$ cat src/rtl/pwm_chan_pkg.sv
package pwm_chan_pkg;

  // Strobes from time-base control to the action-qualifier datapath
  typedef struct packed {
    logic zeroHit;  // counter is zero this cycle
    logic cmpHit;   // qualified compare match this cycle
  } pwmStrobe_t;

  typedef enum logic [1:0] {
    FORCE_NONE = 2'd0,
    FORCE_LOW  = 2'd1,
    FORCE_HIGH = 2'd2,
    FORCE_RSVD = 2'd3
  } forceCode_t;

endpackage

$ cat src/rtl/pwm_tb_ctrl.sv
module pwm_tb_ctrl
  import pwm_chan_pkg::*;
#(
  parameter int CNT_W      = 16,
  parameter int RST_PERIOD = 4800
) (
  input  logic             clk,
  input  logic             rstN,
  input  logic             isMaster,
  input  logic             syncIn,
  input  logic             prdWr,
  input  logic [CNT_W-1:0] prdIn,
  input  logic             cmpWr,
  input  logic [CNT_W-1:0] cmpIn,
  output pwmStrobe_t       strobe,
  output logic [CNT_W-1:0] cnt,
  output logic             socZero,
  output logic             socPeak,
  output logic             syncOut
);

  localparam logic [CNT_W-1:0] PRD_INIT = CNT_W'(RST_PERIOD);
  localparam logic [CNT_W-1:0] ONE      = CNT_W'(1);

  logic [CNT_W-1:0] prdSh, prdAct, cmpSh, cmpAct;
  logic             countUp;
  logic             zeroEv, peakEv, slaveSync;

  assign zeroEv    = (cnt == '0);
  assign peakEv    = countUp && (cnt == prdAct);
  assign slaveSync = !isMaster && syncIn;

  assign strobe.zeroHit = zeroEv;
  assign strobe.cmpHit  = !zeroEv && (cnt == cmpAct) &&
                          (cmpAct != '0) && (cmpAct != prdAct);

  assign socZero = zeroEv;
  assign socPeak = peakEv;
  assign syncOut = isMaster ? zeroEv : syncIn;

  // Time-base counter
  always_ff @(posedge clk) begin
    if (!rstN) begin
      cnt     <= '0;
      countUp <= 1'b1;
    end else if (slaveSync) begin
      cnt     <= ONE;
      countUp <= 1'b1;
    end else if (zeroEv) begin
      cnt     <= ONE;
      countUp <= 1'b1;
    end else if (peakEv) begin
      cnt     <= cnt - ONE;
      countUp <= 1'b0;
    end else if (countUp) begin
      cnt <= cnt + ONE;
    end else begin
      cnt <= cnt - ONE;
    end
  end

  // Shadow and active copies; old shadow moves to active at zero
  always_ff @(posedge clk) begin
    if (!rstN) begin
      prdSh  <= PRD_INIT;
      prdAct <= PRD_INIT;
      cmpSh  <= '0;
      cmpAct <= '0;
    end else begin
      if (prdWr) prdSh <= prdIn;
      if (cmpWr) cmpSh <= cmpIn;
      if (zeroEv) begin
        prdAct <= prdSh;
        cmpAct <= cmpSh;
      end
    end
  end

  AST_ZERO_TURNS_UP: assert property (@(posedge clk) disable iff (!rstN)
    (zeroEv && !slaveSync) |=> (cnt == ONE));
  AST_PEAK_TURNS_DOWN: assert property (@(posedge clk) disable iff (!rstN)
    (peakEv && !slaveSync) |=> (cnt == $past(cnt) - ONE));
  AST_PRD_HOLD: assert property (@(posedge clk) disable iff (!rstN)
    !zeroEv |=> $stable(prdAct));
  AST_CMP_HOLD: assert property (@(posedge clk) disable iff (!rstN)
    !zeroEv |=> $stable(cmpAct));
  AST_SYNC_LOAD: assert property (@(posedge clk) disable iff (!rstN)
    slaveSync |=> (cnt == ONE) && countUp);

endmodule

$ cat src/rtl/pwm_aq_path.sv
module pwm_aq_path
  import pwm_chan_pkg::*;
(
  input  logic       clk,
  input  logic       rstN,
  input  pwmStrobe_t strobe,
  input  logic       forceShadowEn,
  input  logic       forceWr,
  input  logic [1:0] forceIn,
  input  logic       zeroActWr,
  input  logic       zeroActIn,
  output logic       pwmOut
);

  forceCode_t forceSh, forceAct;
  logic       zeroActSh;
  logic       aqOut;

  always_ff @(posedge clk) begin
    if (!rstN) begin
      forceSh   <= FORCE_NONE;
      forceAct  <= FORCE_NONE;
      zeroActSh <= 1'b0;
      aqOut     <= 1'b0;
    end else begin
      if (forceWr)   forceSh   <= forceCode_t'(forceIn);
      if (zeroActWr) zeroActSh <= zeroActIn;
      if (forceShadowEn) begin
        if (strobe.zeroHit) forceAct <= forceSh;
      end else if (forceWr) begin
        forceAct <= forceCode_t'(forceIn);
      end
      if (strobe.zeroHit)     aqOut <= zeroActSh;
      else if (strobe.cmpHit) aqOut <= ~aqOut;
    end
  end

  always_comb begin
    unique case (forceAct)
      FORCE_LOW:  pwmOut = 1'b0;
      FORCE_HIGH: pwmOut = 1'b1;
      default:    pwmOut = aqOut;
    endcase
  end

  AST_ZERO_ACTION: assert property (@(posedge clk) disable iff (!rstN)
    strobe.zeroHit |=> (aqOut == $past(zeroActSh)));
  AST_CMP_TOGGLE: assert property (@(posedge clk) disable iff (!rstN)
    (strobe.cmpHit && !strobe.zeroHit) |=> (aqOut != $past(aqOut)));
  AST_FORCE_HOLD: assert property (@(posedge clk) disable iff (!rstN)
    (forceShadowEn && !strobe.zeroHit) |=> $stable(forceAct));

endmodule

$ cat src/rtl/updown_pwm_channel.sv
module updown_pwm_channel
  import pwm_chan_pkg::*;
#(
  parameter int CNT_W      = 16,
  parameter int RST_PERIOD = 4800
) (
  input  logic             clk,
  input  logic             rstN,
  input  logic             isMaster,
  input  logic             syncIn,
  output logic             syncOut,
  input  logic             prdWr,
  input  logic [CNT_W-1:0] prdIn,
  input  logic             cmpWr,
  input  logic [CNT_W-1:0] cmpIn,
  input  logic             forceShadowEn,
  input  logic             forceWr,
  input  logic [1:0]       forceIn,
  input  logic             zeroActWr,
  input  logic             zeroActIn,
  output logic             pwmOut,
  output logic [CNT_W-1:0] cnt,
  output logic             socZero,
  output logic             socPeak
);

  pwmStrobe_t strobe;

  pwm_tb_ctrl #(.CNT_W(CNT_W), .RST_PERIOD(RST_PERIOD)) i_ctrl (
    .clk(clk), .rstN(rstN), .isMaster(isMaster), .syncIn(syncIn),
    .prdWr(prdWr), .prdIn(prdIn), .cmpWr(cmpWr), .cmpIn(cmpIn),
    .strobe(strobe), .cnt(cnt), .socZero(socZero), .socPeak(socPeak),
    .syncOut(syncOut)
  );

  pwm_aq_path i_path (
    .clk(clk), .rstN(rstN), .strobe(strobe),
    .forceShadowEn(forceShadowEn), .forceWr(forceWr), .forceIn(forceIn),
    .zeroActWr(zeroActWr), .zeroActIn(zeroActIn), .pwmOut(pwmOut)
  );

endmodule

$ cat config.mk
export PLATFORM = sky130hd
export DESIGN_NAME = updown_pwm_channel
export DESIGN_NICKNAME = d
export VERILOG_FILES = /design/src/rtl/pwm_chan_pkg.sv /design/src/rtl/pwm_tb_ctrl.sv /design/src/rtl/pwm_aq_path.sv /design/src/rtl/updown_pwm_channel.sv
export SDC_FILE = /design/constraint.sdc
export NUM_CORES = 1
export LEC_CHECK = 0
export BUFFER_PORTS_ARGS = -buffer_cell sky130_fd_sc_hd__buf_2
export CAP_MARGIN = 20
export CELL_PAD_IN_SITES_DETAIL_PLACEMENT = 0
export CELL_PAD_IN_SITES_GLOBAL_PLACEMENT = 1
export CORE_MARGIN = 4
export CORE_UTILIZATION = 39
export CTS_CLUSTER_SIZE = 40
export DETAILED_ROUTE_END_ITERATION = 10
export PLACE_DENSITY_LB_ADDON = 0.3
export SLEW_MARGIN = 10
export SYNTH_ARGS = -nofsm -noshare
export SYNTH_HDL_FRONTEND = slang
export SYNTH_HIERARCHICAL = 1
export SYNTH_SLANG_ARGS = --single-unit
$ cat constraint.sdc
create_clock -name clk -period 2.3 [get_ports clk]
set_input_delay 0.575 -clock clk [delete_from_list [all_inputs] [get_ports clk]]
set_output_delay 0.575 -clock clk [all_outputs]
set_load 0.1 [all_outputs]
# Word level (Yosys, flattened, before mapping)
# Index checks and enable logic that the tools add are counted.
word_totals:
  reg_bits: 87
  latchBits: 0
  ram_bits: 0
  romBits: 0
  out_inout_bits: 20
  wordCells: 45
  mem_count: 0
op_classes:
  add_sub_neg: 2
  mul: 0
  n_div: 0
  order_cmp: 0
  n_eq_ne: 6
  shift: 0
  n_mux: 11
  n_bitwise: 2
  n_reduce_logical: 13
op_table:
  columns: ["op", "count"]
  rows:
  - ["$eq A16 B16 Y1", 2]
  - ["$mux W16", 2]
  - ["$add A16 B1 Y16 const B", 1]
  - ["$logic_not A16 Y1", 1]
  - ["$ne A16 B16 Y1", 1]
  - ["$reduce_bool A16 Y1", 1]
  - ["$sub A16 B1 Y16 const B", 1]
  - ["$mux W2", 3]
  - ["$logic_and A1 B1 Y1", 5]
  - ["$mux W1", 5]
  - ["$reduce_bool A2 Y1", 2]
  - ["$reduce_or A3 Y1", 1]
  - ["$eq A2 B1 Y1 const B", 1]
  - ["$eq A2 B2 Y1 const B", 1]
  - ["$logic_not A1 Y1", 2]
  - ["$ne A2 B1 Y1 const B", 1]
  - ["$not A1 Y1", 2]
  - ["$pmux W1 S2", 1]
  - ["$reduce_and A2 Y1", 1]

# Depth between registers and ports, before layout
depth:
  word_depth: 7
  mapped_depth: 12
  ltp_nobuf: 9

# Hierarchy
# The synthesis kept the hierarchy.
modules_own_cells:
  columns: ["module", "instances", "cells_per_inst", "area_per_inst_um2", "seq_area_each_um2"]
  rows:
  - ["pwm_tb_ctrl", 1, 469, 3977.6, 1621.6]
  - ["pwm_aq_path", 1, 26, 282.8, 120.1]

# Least setup slack after synthesis
# No wires, ideal clock.
synth_timing:
  path_type: "register to output"
  from: "register i_ctrl.cnt[0]"
  to: "output port syncOut"
  arrival_ns: 3.245
  required_ns: 1.725
  path_slack_ns: -1.520
  stages_incl_launch_ff: 11
  path_cell_list: "dfxtp_1 > clkbuf_1 > inv_1 > ha_1 > nor4b_2 > and2_1 > and3_1 > buf_2 > buf_2 > nand2_1 > nand2_1"
synth_between:
  elab_chain_len: 2
synth_lines:
  columns: ["element", "line_no", "rtl"]
  rows:
  - ["from (decl)", "pwm_tb_ctrl.sv:16", "output logic [CNT_W-1:0] cnt,"]
  - ["from (signal assigned)", "pwm_tb_ctrl.sv:53", "cnt <= cnt - ONE;"]
  - ["from (signal assigned)", "pwm_tb_ctrl.sv:56", "cnt <= cnt + ONE;"]
  - ["from (signal assigned)", "pwm_tb_ctrl.sv:58", "cnt <= cnt - ONE;"]
  - ["$logic_not A16 Y1", "pwm_tb_ctrl.sv:29", "assign zeroEv = (cnt == '0);"]
  - ["via socZero", "updown_pwm_channel.sv:23", "output logic socZero,"]
  - ["$mux W1", "pwm_tb_ctrl.sv:39", "assign syncOut = isMaster ? zeroEv : syncIn;"]
  - ["to (decl)", "updown_pwm_channel.sv:11", "output logic syncOut,"]
# The timed path passes the listed nets, and every way through them passes these cells.

# Final worst setup path
layout_timing:
  from: "register i_ctrl.cnt[0]"
  to: "output port syncOut"
layout_between:
  elab_chain_len: 2
layout_lines:
  columns: ["element", "line_no"]
  rows:
  - ["$logic_not A16 Y1", "pwm_tb_ctrl.sv:29"]
  - ["$mux W1", "pwm_tb_ctrl.sv:39"]
# No other way between the ends.

==> impl_metrics.csv <==
group,metric,value,unit
floorplanning,ioPinCount,64,
yosys,synth-seq-cells,87,
placed_design,place_area,0.00495,mm²
floorplanning,start_util,40.7,%
yosys,synth_edf_count,0,
critical_path,path_class,"flip-flop to output pin",
run,cap_viol_max_count,0,
timing,final-max-slew-violation-count,0,
yosys,synth_largest_area_cell,"dfxtp_1",
critical_path,reg2reg_depth,10,
yosys,ys.flop_type,"dfxtp_1",
yosys,synth_area_per_cell,8.61,µm²
timing,rsz0062_at_grt,"yes",
critical_path,crit_path_end,"syncOut",
global_routing,antenna_found_initial,0,
global_routing,use_met3,4.42,%
clocking,cts_max_level,3,
critical_path,arrival,1860,ps
floorplanning,fp-row-count,37,
placed_design,portBuffers,63,
routing,dr.pass1.iters,4,
clocking,postCtsHoldBufs,0,
timing,layout_worst_path_cycle_share,106,%
critical_path,r2r-start,"i_ctrl/cnt[1]$_SDFF_PP0_",
yosys,synth_cells,495,
finish,layout-drive-gt1-share,25.7,%
floorplanning,die_h,113,µm
timing,hold_violations,0,
hold_path,hold_path.class,"input pin to flip-flop",
finish,diodes,0,
routing,wl_per_cell,15.9,µm
global_routing,grt_max_degree,57,
yosys,syn-num-nets,542,
global_routing,grt_pass1_vias,3590,
floorplanning,core_area,0.0105,mm²
routing,wirelength,11200,µm
clocking,clockBufferDepth,2,
critical_path,ff2ff_setup_slack,110,ps
critical_path,cp.required,1730,ps
timing,clock_skew,10.1,ps
pwr,peakVddDrop,0.473,mV
finish,area_growth,22.7,%
timing,fin_crit,2440,ps
pwr,p_leak,0.00229,µW
clocking,clock_latency,370,ps
yosys,yosysWarnings,6,
routing,drt.antenna.violating_nets,0,
timing,layout_setup_ws,-135,ps
clocking,cts_buffers,9,
yosys,syn_area,0.00426,mm²
status,violations,"negative setup slack",
clocking,cts_tree,"done",
placed_design,place_congestion,0.846,
status,run_status,"finished, violations left",
routing,via_count,3713,
critical_path,r2r_end,"i_path/aqOut$_SDFFE_PN0P_",
finish,fillers,1047,
critical_path,path_max_fanout,3,
placed_design,dp_hpwl,8220,µm
finish,final_util,50.0,%
yosys,ys_top_cells_by_area,"dfxtp_1, mux2i_1, nand2_1",
critical_path,end_kind,"output pin",
global_routing,use_met2,29.4,%
timing,worstMarginPinSlew,497,ps
global_routing,gr-total-overflow,0,
clocking,root_buffer,"clkbuf_8",
clocking,cts_num_sinks,87,
floorplanning,die_width,113,µm
timing,max_slew_margin,66.5,%
global_routing,met1_usage,22.6,%
yosys,ys_seq_area_share,40.9,%
floorplanning,die_area,0.0127,mm²
routing,drc_errors,0,
yosys,synth_cell_type_count,45,
yosys,yosysTopAreaCellShare,40.9,%
global_routing,grt_pass1_wl,18200,µm
routing,via_per_inst,5.27,
critical_path,crit_start,"i_ctrl/cnt[0]$_SDFF_PN0_",
timing,max_freq,411,MHz
clocking,clk_pin_slew,90,ps
routing,drt_iter0_drc,231,
timing,setup_viol,2,
yosys,async_flop_share,0,%
finish,num-nets-final,610,
global_routing,grt_use_total,17.6,%
global_routing,grt-busiest-layer,"met2",
finish,final_cell_area,0.00523,mm²
critical_path,start_kind,"flip-flop",
pwr,p_per_area,714,mW/mm²
## cells by family (layout without fill, tap and decap cells)
| group | count (synthesis) | in the layout | synth area share (%) |
|---|---|---|---|
| xor gates and xnor gates | 51 | 51 | 10.5 |
| buffers and inverters | 45 | 118 | 4.90 |
| and+or+nand+nor | 200 | 200 | 22.7 |
| adders and majority gates | 3 | 3 | 0.881 |
| AOI/OAI and AO/OA | 68 | 68 | 10.4 |
| DFF | 87 | 87 | 40.9 |
| muxes | 41 | 41 | 9.78 |
## layout by cell type, fill, tap and decap left out, types with 8 or more instances in the layout
cell and n:
dfxtp_4 11, and3_1 10, xor2_1 17, mux2i_1 39, nand2_1 79, clkbuf_8 9
nor3_1 13, a21oi_1 37, dfxtp_1 71, a221oi_1 11, buf_4 31, buf_2 60
nor4_1 11, nand3_1 8, nor2_1 37, xnor2_1 33, nand4_1 9
## worst min-delay path by stage
stage | depth (start not counted) | start | end | slack (ps)
floorplan | 2 | i_ctrl/cmpSh[0]$_SDFFE_PN0P_ | i_ctrl/cmpAct[0]$_SDFFE_PN0P_ | 440
global placement | 2 | i_ctrl/cmpSh[10]$_SDFFE_PN0P_ | i_ctrl/cmpAct[10]$_SDFFE_PN0P_ | 450
detailed placement | 2 | i_ctrl/prdSh[10]$_SDFFE_PN0P_ | i_ctrl/prdAct[10]$_SDFFE_PN0P_ | 450
CTS | 3 | prdIn[12] | i_ctrl/prdSh[12]$_SDFFE_PN1P_ | 410
global route | 3 | prdIn[7] | i_ctrl/prdSh[7]$_SDFFE_PN1P_ | 420
finish | 3 | prdIn[12] | i_ctrl/prdSh[12]$_SDFFE_PN1P_ | 430
## registers in the layout, summed over array words and instances (netlist names)
| register | count |
|---|---|
| i_ctrl/cmpAct | 16 |
| i_ctrl/cmpSh | 16 |
| i_ctrl/cnt | 16 |
| i_ctrl/countUp | 1 |
| i_ctrl/prdAct | 16 |
| i_ctrl/prdSh | 16 |
| i_path/aqOut | 1 |
| i_path/forceAct | 2 |
| i_path/forceSh | 2 |
| i_path/zeroActSh | 1 |
## cells in the mapped netlist, types with 12 or more instances
cell type / number
clkbuf_1: 20
a21oi_1: 37
nor3_1: 14
dfxtp_1: 87
and3_1: 12
mux2i_1: 39
xor2_1: 17
xnor2_1: 34
nor4_1: 12
nand2_1: 81
nor2_1: 37
buf_2: 14
## final cells by class
| class | count | area [µm²] | area share, % |
|---|---|---|---|
| clock buffer | 11 | 131 | 2.51 |
| clock inverter | 5 | 80.1 | 1.53 |
| inverter | 6 | 27.5 | 0.526 |
| multi-input combinational | 363 | 2410 | 46.0 |
| sequential | 87 | 1790 | 34.2 |
| tap | 136 | 170 | 3.25 |
| timing repair buffer | 96 | 624 | 11.9 |
## stage by stage
step	worst slack [ps]	cells	hold slack [ps]	total power, µW	TNS (ps)
2_1_floorplan	-203	495	436	2350	-463
6_report	-135	704	428	3740	-176
3_3_place_gp	182	683	452	2570	0
5_1_grt	-199	704	424	3910	-387
4_1_cts	-166	704	413	3780	-234
3_5_place_dp	159	683	449	2580	0
## where the power goes
group	leakage [µW]	internal [µW]	total [µW]	switching (µW)
Combinational	0.00146	369	891	522
Clock	0.000108	616	1160	547
Sequential	0.000723	1590	1680	95.4
## worst max-delay path, cell delays in order, from the launching register on
cell	delay, ps
dfxtp_4	360
inv_4	60
ha_4	130
nor4b_4	220
and2_4	190
and3_4	240
nand2_8	70
nand2_8	50
buf_12	160
## routing by layer
layer	vias up	routed length, µm
li1	1854	-
met1	1748	5140
met2	100	5290
met3	11	633
met4	0	144
met5	-	0
## timing repair
item,CTS,global route
pin swaps,3,7
resized for setup,3,5
endpoints found under the setup margin,3,14
setup buffers,5,1
Note: power is estimated with default switching activity, not from simulation.
